## config.mk

```make
export PLATFORM = sky130hd
export DESIGN_NAME = btb_block_pred
export DESIGN_NICKNAME = d
export VERILOG_FILES = /design/src/rtl/btb_pkg.sv /design/src/rtl/btb_plru_touch.sv /design/src/rtl/btb_row_update.sv /design/src/rtl/btb_pick.sv /design/src/rtl/btb_block_pred.sv
export SDC_FILE = /design/constraint.sdc
export NUM_CORES = 2
export LEC_CHECK = 0
export BUFFER_PORTS_ARGS = -buffer_cell sky130_fd_sc_hd__buf_2
export CORE_UTILIZATION = 60
export DETAILED_ROUTE_END_ITERATION = 6
export HOLD_SLACK_MARGIN = 0.1
export PLACE_DENSITY_LB_ADDON = 0.25
export SLEW_MARGIN = 15
export SYNTH_ARGS = -nofsm -noshare
export SYNTH_HDL_FRONTEND = slang
export SYNTH_HIERARCHICAL = 1
export SYNTH_SLANG_ARGS = --single-unit
```

## constraint.sdc

```tcl
create_clock -name clk -period 40.5 [get_ports clk]
set_clock_uncertainty 0.15 [all_clocks]
set_input_delay 4.05 -clock clk [delete_from_list [all_inputs] [get_ports clk]]
set_output_delay 4.05 -clock clk [all_outputs]
set_load 0.01 [all_outputs]
```

## src/rtl/btb_pkg.sv

```systemverilog
package btb_pkg;
  localparam int unsigned OFF_W  = 4;
  localparam int unsigned WAYS   = 4;
  localparam int unsigned WAY_W  = $clog2(WAYS);
  localparam int unsigned PLRU_W = WAYS - 1;
  localparam logic [1:0]  CTR_BLANK = 2'b01;

  typedef struct packed {
    logic             valid;
    logic             spec;
    logic [OFF_W-1:0] off;
    logic [1:0]       ctr;
  } btb_way_t;

  typedef btb_way_t [WAYS-1:0] btb_row_t;

  // tree bit0 picks the pair, bit1/bit2 pick inside pair 0-1 / 2-3
  function automatic logic [WAY_W-1:0] plru_victim(input logic [PLRU_W-1:0] b);
    return b[0] ? {1'b1, b[2]} : {1'b0, b[1]};
  endfunction
endpackage

```

## src/rtl/btb_plru_touch.sv

```systemverilog
module btb_plru_touch
  import btb_pkg::*;
(
  input  logic [PLRU_W-1:0] bits_q,
  input  logic              touch_en,
  input  logic [WAY_W-1:0]  touch_way,
  output logic [PLRU_W-1:0] bits_d
);
  always_comb begin
    bits_d = bits_q;
    if (touch_en) begin
      if (!touch_way[1]) begin
        bits_d[0] = 1'b1;
        bits_d[1] = ~touch_way[0];
      end else begin
        bits_d[0] = 1'b0;
        bits_d[2] = ~touch_way[0];
      end
    end
  end

  // a touched way is never the next victim
  always_comb begin
    if (touch_en) begin
      a_r9_point_away: assert (plru_victim(bits_d) != touch_way);
    end
  end
endmodule

```

## src/rtl/btb_row_update.sv

```systemverilog
module btb_row_update
  import btb_pkg::*;
(
  input  btb_row_t         row_q,
  input  logic             tag_hit,
  input  logic [OFF_W-1:0] up_off,
  input  logic             up_taken,
  input  logic             up_commit,
  input  logic [WAY_W-1:0] victim,
  output btb_row_t         row_d,
  output logic             hit,
  output logic [WAY_W-1:0] way
);
  logic             has_free;
  logic [WAY_W-1:0] hit_way;
  logic [WAY_W-1:0] free_way;

  always_comb begin
    hit      = 1'b0;
    hit_way  = '0;
    has_free = 1'b0;
    free_way = '0;
    for (int w = 0; w < WAYS; w++) begin
      if (!hit && tag_hit && row_q[w].valid && row_q[w].off == up_off) begin
        hit     = 1'b1;
        hit_way = WAY_W'(w);
      end
      if (!has_free && !(tag_hit && row_q[w].valid)) begin
        has_free = 1'b1;
        free_way = WAY_W'(w);
      end
    end
    way = hit ? hit_way : (has_free ? free_way : victim);
  end

  always_comb begin
    row_d = row_q;
    if (!tag_hit) begin
      for (int w = 0; w < WAYS; w++) row_d[w].valid = 1'b0;
    end
    if (hit) begin
      if (up_taken && row_q[way].ctr != 2'b11)
        row_d[way].ctr = row_q[way].ctr + 2'd1;
      else if (!up_taken && row_q[way].ctr != 2'b00)
        row_d[way].ctr = row_q[way].ctr - 2'd1;
      if (up_commit) row_d[way].spec = 1'b0;
    end else begin
      row_d[way].valid = 1'b1;
      row_d[way].spec  = ~up_commit;
      row_d[way].off   = up_off;
      row_d[way].ctr   = CTR_BLANK;
    end
  end

  // a retagged set starts filling from way 0
  always_comb begin
    if (!tag_hit) begin
      a_r8_retag_way0: assert (way == '0);
    end
  end
endmodule

```

## src/rtl/btb_pick.sv

```systemverilog
module btb_pick
  import btb_pkg::*;
(
  input  btb_row_t         row,
  input  logic             tag_hit,
  input  logic [OFF_W-1:0] entry_off,
  output logic             found,
  output logic [WAY_W-1:0] way
);
  logic [WAYS-1:0]  cand;
  logic [OFF_W-1:0] best;

  always_comb begin
    found = 1'b0;
    way   = '0;
    best  = '0;
    for (int w = 0; w < WAYS; w++) begin
      cand[w] = tag_hit && row[w].valid && row[w].ctr[1] && (row[w].off >= entry_off);
      if (cand[w] && (!found || row[w].off < best)) begin
        found = 1'b1;
        way   = WAY_W'(w);
        best  = row[w].off;
      end
    end
  end

  // no eligible way lies before the chosen one
  always_comb begin
    for (int w = 0; w < WAYS; w++) begin
      if (found && cand[w]) begin
        a_r4_first_taken: assert (row[w].off >= row[way].off);
      end
    end
  end
endmodule

```

## src/rtl/btb_block_pred.sv

```systemverilog
module btb_block_pred
  import btb_pkg::*;
#(
  parameter int unsigned ADDR_W = 32,
  parameter int unsigned SETS   = 16
) (
  input  logic              clk,
  input  logic              rst_n,
  input  logic              lk_en,
  input  logic [ADDR_W-1:0] lk_addr,
  input  logic              up_en,
  input  logic [ADDR_W-1:0] up_addr,
  input  logic [ADDR_W-1:0] up_target,
  input  logic              up_taken,
  input  logic              up_commit,
  input  logic              inv_en,
  input  logic [ADDR_W-1:0] inv_addr,
  output logic              pred_taken,
  output logic [OFF_W-1:0]  pred_off,
  output logic [ADDR_W-1:0] pred_target,
  output logic              pred_spec
);
  localparam int unsigned IDX_W = (SETS > 1) ? $clog2(SETS) : 1;
  localparam int unsigned TAG_W = ADDR_W - IDX_W - OFF_W;

  typedef logic [IDX_W-1:0] idx_t;
  typedef logic [TAG_W-1:0] tag_t;

  // reset: asserted asynchronously, released on the clock
  logic [1:0] rst_pipe;
  logic       rst_core_n;
  always_ff @(posedge clk or negedge rst_n) begin
    if (!rst_n) rst_pipe <= 2'b00;
    else        rst_pipe <= {rst_pipe[0], 1'b1};
  end
  assign rst_core_n = rst_pipe[1];

  idx_t             up_idx, lk_idx, inv_idx;
  tag_t             up_tag, lk_tag, inv_tag;
  logic [OFF_W-1:0] up_off, lk_off, inv_off;

  assign up_idx  = up_addr[OFF_W +: IDX_W];
  assign lk_idx  = lk_addr[OFF_W +: IDX_W];
  assign inv_idx = inv_addr[OFF_W +: IDX_W];
  assign up_tag  = up_addr[ADDR_W-1 -: TAG_W];
  assign lk_tag  = lk_addr[ADDR_W-1 -: TAG_W];
  assign inv_tag = inv_addr[ADDR_W-1 -: TAG_W];
  assign up_off  = up_addr[OFF_W-1:0];
  assign lk_off  = lk_addr[OFF_W-1:0];
  assign inv_off = inv_addr[OFF_W-1:0];

  btb_row_t          ent_q  [SETS];
  btb_row_t          ent_d  [SETS];
  tag_t              tag_q  [SETS];
  tag_t              tag_d  [SETS];
  logic [PLRU_W-1:0] plru_q [SETS];
  logic [PLRU_W-1:0] plru_d [SETS];
  logic [ADDR_W-1:0] tgt_q  [SETS][WAYS];

  // update path
  btb_row_t          up_row;
  logic              up_hit, up_tag_hit;
  logic [WAY_W-1:0]  up_way, up_vic;
  logic [PLRU_W-1:0] up_plru;

  assign up_tag_hit = (tag_q[up_idx] == up_tag);
  assign up_vic     = plru_victim(plru_q[up_idx]);

  btb_row_update u_upd (
    .row_q     (ent_q[up_idx]),
    .tag_hit   (up_tag_hit),
    .up_off    (up_off),
    .up_taken  (up_taken),
    .up_commit (up_commit),
    .victim    (up_vic),
    .row_d     (up_row),
    .hit       (up_hit),
    .way       (up_way)
  );

  btb_plru_touch u_up_touch (
    .bits_q    (plru_q[up_idx]),
    .touch_en  (up_en),
    .touch_way (up_way),
    .bits_d    (up_plru)
  );

  // invalidate path
  logic             inv_hit, inv_fire;
  logic [WAY_W-1:0] inv_way;
  always_comb begin
    inv_hit = 1'b0;
    inv_way = '0;
    for (int w = 0; w < WAYS; w++) begin
      if (!inv_hit && ent_q[inv_idx][w].valid && tag_q[inv_idx] == inv_tag &&
          ent_q[inv_idx][w].off == inv_off) begin
        inv_hit = 1'b1;
        inv_way = WAY_W'(w);
      end
    end
  end
  assign inv_fire = inv_en && inv_hit && !(up_en && up_idx == inv_idx);

  always_comb begin
    ent_d = ent_q;
    tag_d = tag_q;
    if (up_en) begin
      ent_d[up_idx] = up_row;
      tag_d[up_idx] = up_tag;
    end
    if (inv_fire) ent_d[inv_idx][inv_way].valid = 1'b0;
  end

  // lookup path reads the post-update view of the table
  btb_row_t          lk_row;
  logic              lk_found, lk_touch, same_up_lk;
  logic [WAY_W-1:0]  lk_way;
  logic [PLRU_W-1:0] lk_plru;
  logic [ADDR_W-1:0] lk_tgt;

  assign lk_row     = ent_d[lk_idx];
  assign same_up_lk = up_en && (up_idx == lk_idx);

  btb_pick u_pick (
    .row       (lk_row),
    .tag_hit   (tag_d[lk_idx] == lk_tag),
    .entry_off (lk_off),
    .found     (lk_found),
    .way       (lk_way)
  );
  assign lk_touch = lk_en && lk_found;

  btb_plru_touch u_lk_touch (
    .bits_q    (plru_q[lk_idx]),
    .touch_en  (lk_touch),
    .touch_way (lk_way),
    .bits_d    (lk_plru)
  );

  assign lk_tgt = (same_up_lk && up_way == lk_way) ? up_target : tgt_q[lk_idx][lk_way];

  always_comb begin
    plru_d = plru_q;
    if (up_en) plru_d[up_idx] = up_plru;
    if (lk_touch && !same_up_lk) plru_d[lk_idx] = lk_plru;
  end

  // state registers
  always_ff @(posedge clk or negedge rst_core_n) begin
    if (!rst_core_n) begin
      for (int s = 0; s < SETS; s++) begin
        ent_q[s]  <= '0;
        tag_q[s]  <= '0;
        plru_q[s] <= '0;
      end
    end else begin
      ent_q  <= ent_d;
      tag_q  <= tag_d;
      plru_q <= plru_d;
    end
  end

  always_ff @(posedge clk) begin
    if (up_en) tgt_q[up_idx][up_way] <= up_target;
  end

  always_ff @(posedge clk or negedge rst_core_n) begin
    if (!rst_core_n) begin
      pred_taken  <= 1'b0;
      pred_off    <= '0;
      pred_target <= '0;
      pred_spec   <= 1'b0;
    end else begin
      pred_taken <= lk_touch;
      if (lk_touch) begin
        pred_off    <= lk_row[lk_way].off;
        pred_target <= lk_tgt;
        pred_spec   <= lk_row[lk_way].spec;
      end
    end
  end

  // no request, no prediction on the next cycle
  a_r2_idle_quiet: assert property (@(posedge clk) disable iff (!rst_core_n)
    !lk_en |=> !pred_taken);

  // never predict a branch before the entry byte
  a_r4_not_before_entry: assert property (@(posedge clk) disable iff (!rst_core_n)
    lk_en |=> (!pred_taken || pred_off >= $past(lk_off)));

  // an allocated entry starts weakly not taken
  a_r6_blank_counter: assert property (@(posedge clk) disable iff (!rst_core_n)
    (up_en && !up_hit) |=> (ent_q[$past(up_idx)][$past(up_way)].valid &&
                            ent_q[$past(up_idx)][$past(up_way)].ctr == CTR_BLANK));

  // a committing update leaves the entry non-speculative
  a_r7_commit_clears: assert property (@(posedge clk) disable iff (!rst_core_n)
    (up_en && up_commit) |=> !ent_q[$past(up_idx)][$past(up_way)].spec);

  // an accepted invalidate removes the way
  a_r10_dropped: assert property (@(posedge clk) disable iff (!rst_core_n)
    inv_fire |=> !ent_q[$past(inv_idx)][$past(inv_way)].valid);
endmodule

```

### After elaboration in Yosys (flattened, before gate mapping)

Memories as Yosys holds them, arrays and structs flattened.
Cells that the tools add are included.

* register bits: 984
* memories kept: 1
* bits of input ports: 135
* RAM bits: 2048

Memory list
* tgt_q: words 16, width 128, read ports 1, clocked after Yosys merged registers in 0, wr ports 1, RTL line btb_block_pred.sv:58 `logic [ADDR_W-1:0] tgt_q [SETS][WAYS];`

* add/sub/neg operators: 2
* reduce and logical (&&, ||, !) cells: 79
* mux-type cells: 124
* $lt $le $gt $ge: 21
* equal/unequal tests: 15
* bitwise operators: 8

Operators with widths (number)
* bitwise mux 512 bit: 2
* 2-to-1 mux 512 bit: 2
* 2-to-1 mux 32 bit: 17
* binary-select mux 32 bit (select 4 bit): 3
* bitwise mux 384 bit: 1
* 2-to-1 mux 384 bit: 1
* binary-select mux 24 bit (select 4 bit): 3
* demux 32 bit (select 4 bit): 2
* bitwise mux 32 bit: 7
* 2-to-1 mux 24 bit: 7
* 2-to-1 mux 128 bit: 1
* bitwise mux 48 bit: 2
* demux 24 bit (select 4 bit): 1
* 2-to-1 mux 48 bit: 2
* demux 8 bit (select 2 bit): 5
* == test 24 bit: 3
* binary-select mux 32 bit (select 2 bit): 1
* demux 32 bit (select 2 bit): 1
* logical AND 1 bit: 58
* == test 4 bit: 10
* binary-select mux 8 bit (select 2 bit): 2
* 2-to-1 mux 1 bit: 31
* 2-to-1 mux 2 bit: 13
* binary-select mux 3 bit (select 4 bit): 2
* 24 further kinds: 72

### Logic depth before layout (Yosys ltp)

* word-level depth: 63
* gate-level depth with buffers: 53
* mapped depth without buffers: 46

### Modules after synthesis

Netlist, hierarchy kept.

Modules (own cells, without submodules)
* btb_block_pred: area each 137461.8 um^2, instances 1, cells each 7098
* btb_row_update: area each 998.5 um^2, instances 1, cells each 134
* btb_pick: area each 814.5 um^2, instances 1, cells each 106
* btb_plru_touch: area each 46.3 um^2, instances 2, cells each 8

### Worst setup path before layout

Ideal clock, no wire load.

* kind: input to register
* start point: in up_addr[4]
* end point: reg pred_target[22]
* path slack: 23679 ps
* data arrival time: 16530 ps
* stages on the path: 52
* required time: 40209 ps
* buffers on the path: 10
* cells stage by stage: clkbuf_1 -> buf_1 -> buf_2 -> buf_2 -> clkbuf_1 -> buf_1 -> mux4_2 -> mux4_2 -> xnor2_2 -> nand2_1 -> or4_4 -> buf_6 -> o2111a_4 -> a22o_1 -> a221o_1 -> ha_1 -> o21ai_0 -> o21ai_0 -> [... 16 more ...] -> ha_1 -> o21a_1 -> o22a_1 -> nor2b_1 -> a311o_2 -> mux2i_1 -> ha_1 -> a21oi_1 -> o21ai_0 -> o31ai_1 -> nand2_1 -> o211ai_1 -> mux2_4 -> clkbuf_1 -> clkbuf_1 -> mux4_2 -> mux2i_1 -> a21oi_1

RTL lines
* from (decl): RTL line btb_block_pred.sv:12 `input logic [ADDR_W-1:0] up_addr,`
* to (signal assigned): RTL line btb_block_pred.sv:177 `pred_target <= lk_tgt;`
* to (decl): RTL line btb_block_pred.sv:20 `output logic [ADDR_W-1:0] pred_target,`

==> results.txt <==
The flow ran to the end, but the final reports show violations. The checks that failed: design-rule violations. The slowest stage cell on the critical path is a21oi_1. The number of global-route vias before repair is 81800. The overall overflow remaining after global route is 0.

The endpoint of the worst-slack reg-to-reg timing path is pred_target[9]. Wires add up to 418000 um. VDD sags by at most 0.0670 mV. The first-pass GRT wire length came out at 597000 um.

The total area inside the core boundary comes to 0.230 mm^2. For this run, design rule violations remaining after detail routing come to 13. The via count came out at 79900. In this run the worst hold path is classified as reg -> reg.

Entering global routing, the biggest net connects 110 pins. The critical path required time is 41.13 ns. The placed wire-length estimate after detailed placement is 225000 um. The clock latency of the later-clocked register in the worst-skew pair came out at 0.99 ns.

In this run the critical register-to-register path is launched from tag_q[210]. The layout cell share with drive strength beyond 1 is 41.3%. The overall power came out at 7.31 mW.

The synthesized cell area came out at 0.139 mm^2. The post-synthesis to final-layout area growth came out at 10.8%. The setup total negative slack is 0 ns. In this run the remaining antenna-violating nets after routing total 0. Dividing the detail-routed wire length by the instance count gives 38.9 um.

The worst setup path is captured at a flop. The worst hold margin came out at 0.207 ns. The reg-to-reg setup timing slack came out at 26.70 ns. The number of antenna violations at the first check in global routing is 34. The time the final worst path needs with I/O delays and setup came out at 18.57 ns. The total power divided by cell area is 47.5 mW/mm^2. The clock tree from TritonCTS is done. The average via count per standard cell came out at 7.44.

The mean post-synth cell area is 19.0 um^2. Max-cap violations in this run came to 0. The number of ports placed on the die boundary came out at 173. The cell sitting at the root of the clock tree is a clkbuf_16. For this configuration, the core starts out at a cell density of 60.4%.

Setup repair after global routing left no endpoint under its margin. The actual slew at the worst max-slew pin is 1.21 ns. The highest achievable clock rate is 53.9 MHz. The post-CTS resize count is 0. The clock tree synthesis step divided the H-tree into 5 levels. The floorplan die width came out at 483 um. After detailed placement, the design holds a cell count of 10100. The number of warnings issued by yosys came out at 6. The hold violation count in the final report came out at 0. The vertical die dimension is 483 um. In this design, the stage delay of the slowest critical-path cell is 0.93 ns. The hold buffer count at cts is 0. The number of port buffers came out at 172. After the first detailed-routing iteration, the DRC count stood at 10400. The final number of max-transition violations was 0. The non-filler instance count after layout came out at 10700. The final setup violation count came out at 0. The worst-case headroom to the max-slew limit came out at 19.5%. Clock-pin slew was measured on the worst setup and hold paths at 0.06 ns.

In this run the deepest clock path goes through 4 buffers. The leakage power of the design is 56.2 nW. The number of placement rows is 176.

Tracing the worst setup path back leads to its startpoint at up_addr[5]. After technology mapping, the gate count stands at 7306. The critical path capture point is pred_target[9]. The number of sinks driven by the clock tree is 3032.

The kind of critical path is in -> reg. After layout, the worst path uses 45.8% of the clock period. The number of nets at the end of the flow is 7613.

The largest fanout of any net on the critical path came out at 89. Routability-driven placement finished with a final weighted congestion of 0.899. The critical path arrival is 19.20 ns. The floorplan step defined a die boundary enclosing 0.233 mm^2. Counting cells, the worst reg-to-reg path comes to 46. The TritonCTS buffer count came out at 329. The count of TritonRoute iterations in the first routing pass is 7. Among the stages of the critical path, the cell type that occurs most often is a21oi_1. The post-CTS repair timing setup buffer count came out at 0. The sort of element at the start of the critical path is an input pin. The global routing usage summed across all routing layers is 36.4%.

When the netlist entered floorplanning its net count stood at 7468.
[layout make-up]
cell class,instances,area (um^2)
Antenna cell,26,65.1
Clock buffer,445,9230
Clock inverter,126,1100
Fill cell,14500,76100
Inverter,41,169
Multi-Input combinational cell,3663,50700
Sequential cell,3032,86100
Tap cell,3026,3790
Timing Repair Buffer,384,2630
[flip-flops by register name (all words and copies together) (netlist names), 2 cells and up]
signal	flops
tag_q	384
tgt_q	2048
ent_q	512
pred_off	4
pred_target	32
plru_q	48
rst_pipe	2
[metrics by stage]
stage	setup WS [ns]	instance area [um^2]	util [%]
after floorplan	10.89	139000	-
final	21.93	154000	66.9
after CTS	22.42	154000	66.9
after detailed placement	21.52	143000	62.4
after global routing	21.40	154000	66.9
after global placement	21.94	143000	62.4
[metal layers]
metal / vias up / global-route usage [%] / share of wire [%]
met2: 5770 / 57.1 / 48
met1: 42400 / 47.7 / 35
met4: 12 / 19.5 / 6.1
met5: - / 0 / 0.017
li1: 30400 / - / -
met3: 1302 / 8.60 / 11
[cell usage in the layout, fill, tap and decap left out, types with 90 or more instances in the layout]
cell type	instances
buf_4	208
nand2_1	90
dfrtp_1	983
a21oi_1	170
mux2i_1	353
mux2_2	913
edfxtp_1	2048
clkbuf_16	337
mux4_2	1297
buf_2	160
nor2_1	150
[how the worst min path moves through the flow]
stage                 from  depth (start not counted)          end
2_1_floorplan  rst_pipe[0]                          0  rst_pipe[1]
4_1_cts        rst_pipe[0]                          0  rst_pipe[1]
3_5_place_dp   rst_pipe[0]                          0  rst_pipe[1]
6_report       rst_pipe[0]                          0  rst_pipe[1]
5_1_grt        rst_pipe[0]                          0  rst_pipe[1]
3_3_place_gp   rst_pipe[0]                          0  rst_pipe[1]
[worst max-delay path: cells and delay by family]
family,cells,cell delay [ns]
AOI/OAI and AO/OA,18,4.58
muxes,10,3.66
buffers and inverters,6,3.06
and+or+nand+nor,10,2.28
adders and majority gates,4,1.16
xor gates and xnor gates,1,0.18
[power by group]
group | switching (mW) | leakage, nW | internal, mW
logic | 0.403 | 19.9 | 0.411
registers | 0.106 | 31.2 | 3.45
clock network | 1.23 | 5.10 | 1.71
Note: power is estimated with default switching activity, not from simulation.
